File: src/rtl/pcstk_pkg.sv
package pcstk_pkg;

    typedef enum logic [3:0] {
        OP_NOP     = 4'd0,
        OP_ADV     = 4'd1,
        OP_REL     = 4'd2,
        OP_LJMP    = 4'd3,
        OP_PJMP    = 4'd4,
        OP_LCALL   = 4'd5,
        OP_PCALL   = 4'd6,
        OP_RET     = 4'd7,
        OP_PUSH    = 4'd8,
        OP_POP     = 4'd9,
        OP_DECBR   = 4'd10,
        OP_CMPBR   = 4'd11,
        OP_CODE_PC = 4'd12,
        OP_CODE_DP = 4'd13
    } ctl_op_e;

    typedef enum logic [1:0] {
        ST_IDLE    = 2'd0,
        ST_CALL_HI = 2'd1,
        ST_RET_LO  = 2'd2
    } seq_st_e;

endpackage

File: src/rtl/pcstk_target.sv
module pcstk_target #(
    parameter int DW     = 8,
    parameter int PAGE_W = 11
) (
    input  logic [2*DW-1:0] pc_cur,
    input  logic [1:0]      len,
    input  logic [DW-1:0]   disp,
    input  logic [2*DW-1:0] addr,
    input  logic [DW-1:0]   acc,
    input  logic [2*DW-1:0] dptr,
    output logic [2*DW-1:0] seq_pc,
    output logic [2*DW-1:0] rel_pc,
    output logic [2*DW-1:0] page_pc,
    output logic [2*DW-1:0] code_pc,
    output logic [2*DW-1:0] code_dp
);
    localparam int PC_W = 2 * DW;

    logic [PC_W-1:0] disp_sx;
    logic [PC_W-1:0] acc_zx;

    assign disp_sx = {{(PC_W-DW){disp[DW-1]}}, disp};
    assign acc_zx  = {{(PC_W-DW){1'b0}}, acc};

    assign seq_pc  = pc_cur + PC_W'(len);
    assign rel_pc  = seq_pc + disp_sx;
    assign page_pc = {seq_pc[PC_W-1:PAGE_W], addr[PAGE_W-1:0]};
    assign code_pc = seq_pc + acc_zx;
    assign code_dp = dptr + acc_zx;
endmodule

File: src/rtl/pcstk_branch.sv
module pcstk_branch #(
    parameter int DW = 8
) (
    input  logic [DW-1:0] cnt_in,
    input  logic [DW-1:0] op_a,
    input  logic [DW-1:0] op_b,
    output logic [DW-1:0] dec_val,
    output logic          dec_nz,
    output logic          ne,
    output logic          lt
);
    assign dec_val = cnt_in - DW'(1);
    assign dec_nz  = |dec_val;
    assign ne      = (op_a != op_b);
    assign lt      = (op_a < op_b);
endmodule

File: src/rtl/pcstk_ram.sv
module pcstk_ram #(
    parameter int AW = 8,
    parameter int DW = 8
) (
    input  logic          clk,
    input  logic          we,
    input  logic [AW-1:0] waddr,
    input  logic [DW-1:0] wdata,
    input  logic [AW-1:0] raddr,
    output logic [DW-1:0] rdata
);
    localparam int DEPTH = 1 << AW;

    logic [DW-1:0] mem_q [DEPTH];

    always_ff @(posedge clk) begin
        if (we) begin
            mem_q[waddr] <= wdata;
        end
    end

    assign rdata = mem_q[raddr];
endmodule

File: src/rtl/pcstk_unit.sv
module pcstk_unit
    import pcstk_pkg::*;
#(
    parameter int          DW     = 8,
    parameter int          SP_W   = 8,
    parameter int          PAGE_W = 11,
    parameter logic [7:0]  SP_RST = 8'h07
) (
    input  logic             clk,
    input  logic             rst_n,
    input  logic             req_valid,
    input  logic [3:0]       req_op,
    input  logic [1:0]       req_len,
    input  logic [DW-1:0]    req_disp,
    input  logic [2*DW-1:0]  req_addr,
    input  logic [DW-1:0]    req_data,
    input  logic [DW-1:0]    cnt_in,
    input  logic [DW-1:0]    cmp_a,
    input  logic [DW-1:0]    cmp_b,
    input  logic [DW-1:0]    acc,
    input  logic [2*DW-1:0]  dptr,
    output logic [2*DW-1:0]  pc,
    output logic [SP_W-1:0]  sp,
    output logic             busy,
    output logic             taken,
    output logic [DW-1:0]    cnt_out,
    output logic             cy,
    output logic             pop_valid,
    output logic [DW-1:0]    pop_data,
    output logic [2*DW-1:0]  code_addr
);
    localparam int PC_W = 2 * DW;

    seq_st_e         state_q, state_d;
    ctl_op_e         op;
    logic            accept;

    logic [PC_W-1:0] pc_q, pc_d, tgt_q, tgt_d, caddr_q, caddr_d;
    logic [SP_W-1:0] sp_q, sp_d;
    logic [DW-1:0]   hi_q, hi_d, popd_q, popd_d, cnt_q, cnt_d;
    logic            taken_q, taken_d, popv_q, popv_d, cy_q, cy_d;

    logic            st_we;
    logic [SP_W-1:0] st_waddr, st_raddr;
    logic [DW-1:0]   st_wdata, st_rdata;

    logic [PC_W-1:0] seq_pc, rel_pc, page_pc, code_pc, code_dp;
    logic [DW-1:0]   dec_val;
    logic            dec_nz, cmp_ne, cmp_lt;

    assign op     = ctl_op_e'(req_op);
    assign accept = req_valid && (state_q == ST_IDLE);

    pcstk_target #(.DW(DW), .PAGE_W(PAGE_W)) tgt_i (
        .pc_cur (pc_q),
        .len    (req_len),
        .disp   (req_disp),
        .addr   (req_addr),
        .acc    (acc),
        .dptr   (dptr),
        .seq_pc (seq_pc),
        .rel_pc (rel_pc),
        .page_pc(page_pc),
        .code_pc(code_pc),
        .code_dp(code_dp)
    );

    pcstk_branch #(.DW(DW)) br_i (
        .cnt_in (cnt_in),
        .op_a   (cmp_a),
        .op_b   (cmp_b),
        .dec_val(dec_val),
        .dec_nz (dec_nz),
        .ne     (cmp_ne),
        .lt     (cmp_lt)
    );

    pcstk_ram #(.AW(SP_W), .DW(DW)) ram_i (
        .clk  (clk),
        .we   (st_we),
        .waddr(st_waddr),
        .wdata(st_wdata),
        .raddr(st_raddr),
        .rdata(st_rdata)
    );

    // State register
    always_ff @(posedge clk or negedge rst_n) begin
        if (!rst_n) begin
            state_q <= ST_IDLE;
        end else begin
            state_q <= state_d;
        end
    end

    // Next state and datapath decisions
    always_comb begin
        state_d  = state_q;
        pc_d     = pc_q;
        sp_d     = sp_q;
        tgt_d    = tgt_q;
        hi_d     = hi_q;
        popd_d   = popd_q;
        cnt_d    = cnt_q;
        cy_d     = cy_q;
        caddr_d  = caddr_q;
        taken_d  = 1'b0;
        popv_d   = 1'b0;
        st_we    = 1'b0;
        st_waddr = sp_q + SP_W'(1);
        st_wdata = '0;
        st_raddr = sp_q;
        unique case (state_q)
            ST_IDLE: begin
                if (accept) begin
                    case (op)
                        OP_ADV:  pc_d = seq_pc;
                        OP_REL:  pc_d = rel_pc;
                        OP_LJMP: pc_d = req_addr;
                        OP_PJMP: pc_d = page_pc;
                        OP_LCALL, OP_PCALL: begin
                            st_we    = 1'b1;
                            st_wdata = seq_pc[DW-1:0];
                            sp_d     = sp_q + SP_W'(1);
                            hi_d     = seq_pc[PC_W-1:DW];
                            tgt_d    = (op == OP_LCALL) ? req_addr : page_pc;
                            state_d  = ST_CALL_HI;
                        end
                        OP_RET: begin
                            hi_d    = st_rdata;
                            sp_d    = sp_q - SP_W'(1);
                            state_d = ST_RET_LO;
                        end
                        OP_PUSH: begin
                            st_we    = 1'b1;
                            st_wdata = req_data;
                            sp_d     = sp_q + SP_W'(1);
                            pc_d     = seq_pc;
                        end
                        OP_POP: begin
                            popd_d = st_rdata;
                            popv_d = 1'b1;
                            sp_d   = sp_q - SP_W'(1);
                            pc_d   = seq_pc;
                        end
                        OP_DECBR: begin
                            cnt_d   = dec_val;
                            taken_d = dec_nz;
                            pc_d    = dec_nz ? rel_pc : seq_pc;
                        end
                        OP_CMPBR: begin
                            cy_d    = cmp_lt;
                            taken_d = cmp_ne;
                            pc_d    = cmp_ne ? rel_pc : seq_pc;
                        end
                        OP_CODE_PC: begin
                            caddr_d = code_pc;
                            pc_d    = seq_pc;
                        end
                        OP_CODE_DP: begin
                            caddr_d = code_dp;
                            pc_d    = seq_pc;
                        end
                        default: ;
                    endcase
                end
            end
            ST_CALL_HI: begin
                st_we    = 1'b1;
                st_wdata = hi_q;
                sp_d     = sp_q + SP_W'(1);
                pc_d     = tgt_q;
                state_d  = ST_IDLE;
            end
            ST_RET_LO: begin
                pc_d    = {hi_q, st_rdata};
                sp_d    = sp_q - SP_W'(1);
                state_d = ST_IDLE;
            end
            default: state_d = ST_IDLE;
        endcase
    end

    // Registered datapath and outputs
    always_ff @(posedge clk or negedge rst_n) begin
        if (!rst_n) begin
            pc_q    <= '0;
            sp_q    <= SP_RST[SP_W-1:0];
            tgt_q   <= '0;
            hi_q    <= '0;
            popd_q  <= '0;
            cnt_q   <= '0;
            cy_q    <= 1'b0;
            caddr_q <= '0;
            taken_q <= 1'b0;
            popv_q  <= 1'b0;
        end else begin
            pc_q    <= pc_d;
            sp_q    <= sp_d;
            tgt_q   <= tgt_d;
            hi_q    <= hi_d;
            popd_q  <= popd_d;
            cnt_q   <= cnt_d;
            cy_q    <= cy_d;
            caddr_q <= caddr_d;
            taken_q <= taken_d;
            popv_q  <= popv_d;
        end
    end

    assign pc        = pc_q;
    assign sp        = sp_q;
    assign busy      = (state_q != ST_IDLE);
    assign taken     = taken_q;
    assign cnt_out   = cnt_q;
    assign cy        = cy_q;
    assign pop_valid = popv_q;
    assign pop_data  = popd_q;
    assign code_addr = caddr_q;


    push_step_chk: assert property (@(posedge clk) disable iff (!rst_n)
        (accept && op == OP_PUSH) |=> (sp == $past(sp) + SP_W'(1)));


    call_seq_chk: assert property (@(posedge clk) disable iff (!rst_n)
        (accept && (op == OP_LCALL || op == OP_PCALL)) |=> busy ##1 !busy);


    ret_seq_chk: assert property (@(posedge clk) disable iff (!rst_n)
        (accept && op == OP_RET) |=> busy ##1 (!busy && sp == $past(sp, 2) - SP_W'(2)));


    pop_pulse_chk: assert property (@(posedge clk) disable iff (!rst_n)
        pop_valid |-> $past(accept && op == OP_POP));


    decbr_cnt_chk: assert property (@(posedge clk) disable iff (!rst_n)
        (accept && op == OP_DECBR) |=> (cnt_out == $past(cnt_in) - DW'(1)) && (taken == (cnt_out != '0)));


    taken_src_chk: assert property (@(posedge clk) disable iff (!rst_n)
        taken |-> $past(accept && (op == OP_DECBR || op == OP_CMPBR)));


    busy_hold_chk: assert property (@(posedge clk) disable iff (!rst_n)
        busy |=> !busy);
endmodule

File: config.mk
export PLATFORM = sky130hd
export DESIGN_NAME = pcstk_unit
export DESIGN_NICKNAME = d
export VERILOG_FILES = /design/src/rtl/pcstk_pkg.sv /design/src/rtl/pcstk_target.sv /design/src/rtl/pcstk_branch.sv /design/src/rtl/pcstk_ram.sv /design/src/rtl/pcstk_unit.sv
export SDC_FILE = /design/constraint.sdc
export NUM_CORES = 2
export LEC_CHECK = 0
export BUFFER_PORTS_ARGS = -buffer_cell sky130_fd_sc_hd__clkbuf_2
export CAP_MARGIN = 20
export CORE_MARGIN = 2
export CORE_UTILIZATION = 55
export DETAILED_ROUTE_END_ITERATION = 10
export GPL_ROUTABILITY_DRIVEN = 0
export GPL_TIMING_DRIVEN = 0
export PLACE_DENSITY_LB_ADDON = 0.08
export RECOVER_POWER = 50
export SYNTH_ARGS = -nofsm -noshare
export SYNTH_HDL_FRONTEND = slang
export SYNTH_HIERARCHICAL = 1
export SYNTH_SLANG_ARGS = --single-unit
export TNS_END_PERCENT = 1
File: constraint.sdc
create_clock -name clk -period 16.3 [get_ports clk]
set_clock_uncertainty 0.15 [all_clocks]
set_input_delay 2.445 -clock clk [delete_from_list [all_inputs] [get_ports clk]]
set_output_delay 2.445 -clock clk [all_outputs]
set_load 0.05 [all_outputs]
# [Yosys cells after proc, flatten, opt, wreduce, memory -nomap -nowiden]
# Memories as Yosys holds them, arrays and structs flattened.
# Cells that the tools add are included.
[totals] ff_bits=85 ramBits=2048 inputBits=89 mem_count=1
[mem_list] name="ram_i.mem_q" words=256 width=8 rd=1 rd_clocked_by_memory_dff=0 wr=1 line_no="pcstk_ram.sv:14" text="logic [DW-1:0] mem_q [DEPTH];"
[classes] n_addsub=7 order_cmp=1 n_eq_ne=20 n_mux=28 n_reduce_logical=20
[ops] op="$pmux W16 S6" count=1
[ops] op="$mux W16" count=4
[ops] op="$pmux W8 S2" count=4
[ops] op="$pmux W16 S3" count=1
[ops] op="$add A16 B8 Y16" count=2
[ops] op="$pmux W16 S2" count=1
[ops] op="$eq A4 B4 Y1 const B" count=6
[ops] op="$pmux W8 S3" count=1
[ops] op="$reduce_and A3 Y1" count=8
[ops] op="$add A16 B16 Y16" count=1
[ops] op="$add A16 B2 Y16" count=1
[ops] op="$eq A4 B3 Y1 const B" count=4
[ops] op="$mux W8" count=2
[ops] op="$sub A8 B1 Y8 const B" count=2
[ops] op="$mux W1" count=9
[ops] op="$add A8 B1 Y8 const B" count=1
[ops] op="$eq A4 B2 Y1 const B" count=2
[ops] op="$lt A8 B8 Y1" count=1
[ops] op="$ne A8 B8 Y1" count=1
[ops] op="$reduce_or A8 Y1" count=1
[ops] op="$ne A7 B2 Y1 const B" count=1
[ops] op="$reduce_bool A2 Y1" count=3
[ops] op="$reduce_or A5 Y1" count=1
[ops] op="$eq A4 B1 Y1 const B" count=1
[ops] op="other kinds (14)" count=17

# [Longest topological paths before layout]
[depth] ltp_word=7 depth_mapped=17 mapped_depth_nobuf=16

# [Cells and area by module]
# Netlist, hierarchy kept.
[by_module_without_submodules] mod="pcstk_ram" instances=1 cells_each=3725 area_each_um2=79396.1 seq_area_each_um2=61499.0
[by_module_without_submodules] mod="pcstk_unit" instances=1 cells_each=545 area_each_um2=5376.4 seq_area_each_um2=2130.8
[by_module_without_submodules] mod="pcstk_target" instances=1 cells_each=296 area_each_um2=2163.3 seq_area_each_um2=0.0
[by_module_without_submodules] mod="pcstk_branch" instances=1 cells_each=46 area_each_um2=344.1 seq_area_each_um2=0.0

# [Worst setup path before layout]
# No wires, ideal clock.
[synth_timing] path_type="input-to-reg" start="in req_len[0]" end="mem ram_i.mem_q[0][6], data pin" setup_ps=2187 arrival_time_ps=14036 t_required_ps=13963 slack_ps=-74 cell_stages=10 path_buffers=0 path_cell_list="ha_1 > inv_1 > fa_1 > nor2_1 > and2_1 > nand2_1 > xnor2_1 > a22oi_1 > a2bb2oi_1 > o21ai_0"
[synth_via] elab_chain_cells=4
[synth_lines] item="from (decl)" line_no="pcstk_unit.sv:13" text="input logic [1:0] req_len,"
[synth_lines] item="$add A16 B2 Y16" line_no="pcstk_target.sv:25" text="assign seq_pc = pc_cur + PC_W'(len);"
[synth_lines] item="named net seq_pc[6]" line_no="pcstk_unit.sv:47" text="logic [PC_W-1:0] seq_pc, rel_pc, page_pc, code_pc, code_dp;"
[synth_lines] item="$pmux W8 S2" line_no="pcstk_unit.sv:116" text="case (op)"
[synth_lines] item="$mux W8" line_no="pcstk_unit.sv:115" text="if (accept) begin"
[synth_lines] item="$pmux W8 S2" line_no="pcstk_unit.sv:113" text="unique case (state_q)"
[synth_lines] item="named net st_wdata[6]" line_no="pcstk_unit.sv:45" text="logic [DW-1:0] st_wdata, st_rdata;"
[synth_lines] item="to (decl)" line_no="pcstk_ram.sv:14"
# The timed path passes the listed nets, and every way through them passes these cells.

# [Worst setup path after layout]
[layout_timing] start="in req_len[1]" end="mem ram_i.mem_q[246][5], data pin"
# The elaborated chain is that of the path after synthesis.

==> flow_summary_export.csv <==
group,metric,value,unit
run_status,status,"finished, violations left",
run_status,violations,"capacitance limit, slew limit",
job,cap_violations,53,
clocking,htree_levels,4,
power,swShare,36.7,%
power,power,0.0179,W
route,wl_met1,102000,um
synth,async_reset_ff_share,3.98,%
sta,finalSetupTns,0,ns
finish,drive_gt1_share,20.9,%
clocking,cts_resized,0,
clocking,cts_hold_buf,0,
clocking,cts_tree,"yes",
clocking,cts.path.max_buffers,3,
synth,yosysTopAreaCell,"edfxtp_1",
synth,netlist-cell-type-count,105,
synth,synth_area_leaders,"edfxtp_1, mux4_2, dfrtp_1",
setup_path,crit_fanout,40,
route,routed_wl,270000,um
setup_path,rrSetupSlack,7.04,ns
worst_hold_path,whs_endpoint,"pop_data[1]",
clocking,clk_latency,0.86,ns
finish,nets,5223,
setup_path,start_kind,"input port",
synth,syn_area,87300,sq um
global_route,grt_pass1_vias,47716,
clocking,cts.sinks,2133,
die,start_util,55.2,%
global_route,grt_max_degree,92,
route,drt-initial-drc-count,7775,
finish,area_delta_synth_final,12.5,%
power,seqPwrFrac,37.4,%
die,fp.dieArea,162000,sq um
route,highest_layer,"met5",
worst_hold_path,hp-class,"reg2reg",
power,power_switching,0.00656,W
sta,slew_headroom,-183,%
global_route,grt_util_all_layers,33.5,%
sta,fmaxAchievable,95.5,MHz
synth,synth_warnings,6,
worst_hold_path,holdCritStartpoint,"pop_data[1]",
power,power.density,182,nW/um^2
setup_path,crit_arrival,10.71,ns
die,die_y,402,um
global_route,grt_overflow,0,
synth,seq_area_frac_synth,72.9,%
sta,fin_crit_sh,64.2,%
finish,fillers,11293,
sta,grt_setup_unrepaired,"no",
route,via_count,50287,
worst_hold_path,hold_depth,1,
global_route,grt_pass1_wl,372000,um
power,internal_power,0.0113,W
synth,postSynthAreaPerCell,18.9,sq um
die,core,158000,sq um
place,place_area,92500,sq um
clocking,numCtsBuffers,211,
setup_path,r2r_start,"pc[1]",
setup_path,worst-r2r-cell-count,10,
synth,synth-edff-count,2048,
finish,final_area,98200,sq um
power,combPwrFrac,35.8,%
sta,hold-worst-slack,0.334,ns
route,drc_errors,0,
synth,yosys.area.top_type_share,70.5,%
route,routedWlPerCell,36.8,um
power,leakagePower,31.6,nW
die,boundaryPins,149,
finish,fin_util,62.1,%
route,met2_length,121000,um
place,hpwl,190000,um
synth,ys_ff_latch,2133,
power,peakVddDrop,128,uV
setup_path,r2r_end,"ram_i/mem_q[246][5]",
route,viasPerCell,6.85,
setup_path,path_class,"in2reg",
route,wl_met3,33700,um
place,port-buffer-count,148,
setup_path,end_kind,"flop",
route,first_pass_iters,8,
synth,synth_nets,4754,
route,postRouteAntennaNets,0,
clocking,cts_root_buffer,"clkbuf_16",
sta,setup_violations,0,
power,power_frac_clock,26.8,%
synth,synth-main-ff-cell,"edfxtp_1",
sta,post-route-min-period,10.47,ns
clocking,post_cts_buffers,0,
sta,tightestPinTransition,4.25,ns
setup_path,cp.required,16.55,ns
sta,slew_violations,1950,
sta,hold_viol,0,
clocking,clk_pin_slew,0.06,ns
synth,syn_inst,4612,
die,die_w,402,um
global_route,antenna_found_initial,13,
die,rows,146,
==> critical path, stage by stage <==
cell	delay, ns
clkbuf_1	0.09
ha_1	0.28
a21oi_1	0.50
nor2_1	0.14
xor2_1	0.61
a22oi_1	0.15
a2bb2oi_1	0.19
o21ai_0	2.35
clkbuf_1	1.29
clkbuf_1	1.26
clkbuf_1	1.34
==> Yosys cell counts (all sizes together) (10+ instances only) <==
master  instances
a211oi         24
a21oi         157
a221o          18
a221oi         47
a22o           10
a22oi         141
and2           12
buf           164
clkbuf        135
dfrtp          82
edfxtp       2048
ha             49
inv            41
mux2           19
mux2i         178
mux4          456
nand2          82
nand2b         15
nand3          57
nand4          18
nor2          364
nor2b          41
nor3           40
nor4           31
o211ai         13
o21ai          75
o221ai         49
o22ai          35
o31ai          16
or2            10
xnor2          43
xor2           23
==> sequential cells by signal, summed over array words and instances (netlist names) <==
register / count
state_q: 2
sp: 8
tgt_q: 16
pop_valid: 1
cy: 1
code_addr: 16
pop_data: 8
cnt_out: 8
taken: 1
hi_q: 8
ram_i/mem_q: 2048
pc: 16
==> per-layer routing <==
layer / vias to the layer above / global-route usage [%]
li1: 19934 / -
met1: 26329 / 47.2
met2: 3427 / 49.3
met3: 585 / 8.98
met4: 12 / 15.6
met5: - / 0
==> placed cells by master (no fill, tap or decap), types with 30 or more instances in the layout <==
cell type	Yosys	layout
edfxtp_1	2048	2048
mux4_2	454	454
nor2_1	360	362
clkbuf_1	134	298
clkbuf_16	0	217
mux2i_1	178	178
a21oi_1	156	157
a22oi_1	141	141
clkbuf_2	1	104
dfrtp_1	82	82
nand2_1	81	81
o21ai_0	58	62
buf_4	50	57
nand3_1	55	55
clkinv_1	2	54
ha_1	49	49
o221ai_1	48	48
buf_2	44	44
xnor2_1	43	43
nor2b_1	41	41
inv_1	41	41
clkinv_2	0	38
a221oi_1	36	36
nor3_1	35	35
o22ai_1	34	34
buf_8	13	30
==> worst max path at each step <==
stage,cells after the start,slack [ns],endpoint,from
2_1_floorplan,8,0.15,ram_i/mem_q[0][4],req_len[0]
3_3_place_gp,8,-14.52,ram_i/mem_q[212][2],req_len[0]
5_1_grt,9,5.65,ram_i/mem_q[213][7],req_len[1]
6_report,11,5.83,ram_i/mem_q[246][5],req_len[1]
4_1_cts,13,9.58,ram_i/mem_q[143][7],req_op[2]
3_5_place_dp,13,8.66,ram_i/mem_q[143][2],req_op[2]
==> cell families after synthesis <==
kind of cell,after synthesis,share of synthesized area (%)
adders and majority gates,53,0.794
DFF,2133,72.9
AOI/OAI and AO/OA,653,5.38
muxes,653,14.1
xor gates and xnor gates,66,0.662
buffers and inverters,342,2.29
and+or+nand+nor,712,3.90
==> power groups by stage <==
stage          registers, W  clock network [W]  logic, W
2_1_floorplan       0.00722                  0   0.00339
3_3_place_gp        0.00739                  0   0.00606
3_5_place_dp        0.00676                  0   0.00642
4_1_cts             0.00665            0.00485   0.00644
5_1_grt             0.00670            0.00506   0.00652
6_report            0.00669            0.00479   0.00639
==> area by class of cell <==
cell class | instances | area [sq um] | share of cell area, %
Sequential cell | 2133 | 63600 | 64.8
Multi-Input combinational cell | 2137 | 21600 | 22.0
Clock buffer | 263 | 5610 | 5.72
Tap cell | 2072 | 2590 | 2.64
Buffer | 299 | 1810 | 1.85
Timing Repair Buffer | 256 | 1530 | 1.56
Clock inverter | 127 | 1160 | 1.18
Inverter | 43 | 161 | 0.164
Antenna cell | 14 | 35.0 | 0.0357
==> per-stage QoR <==
stage	setup slack [ns]	instances
6_report	5.83	7344
2_1_floorplan	0.155	4612
3_3_place_gp	-14.52	6832
5_1_grt	5.65	7330
3_5_place_dp	8.66	6934
4_1_cts	9.58	7324
No activity file was read; power rests on OpenSTA's default activity.
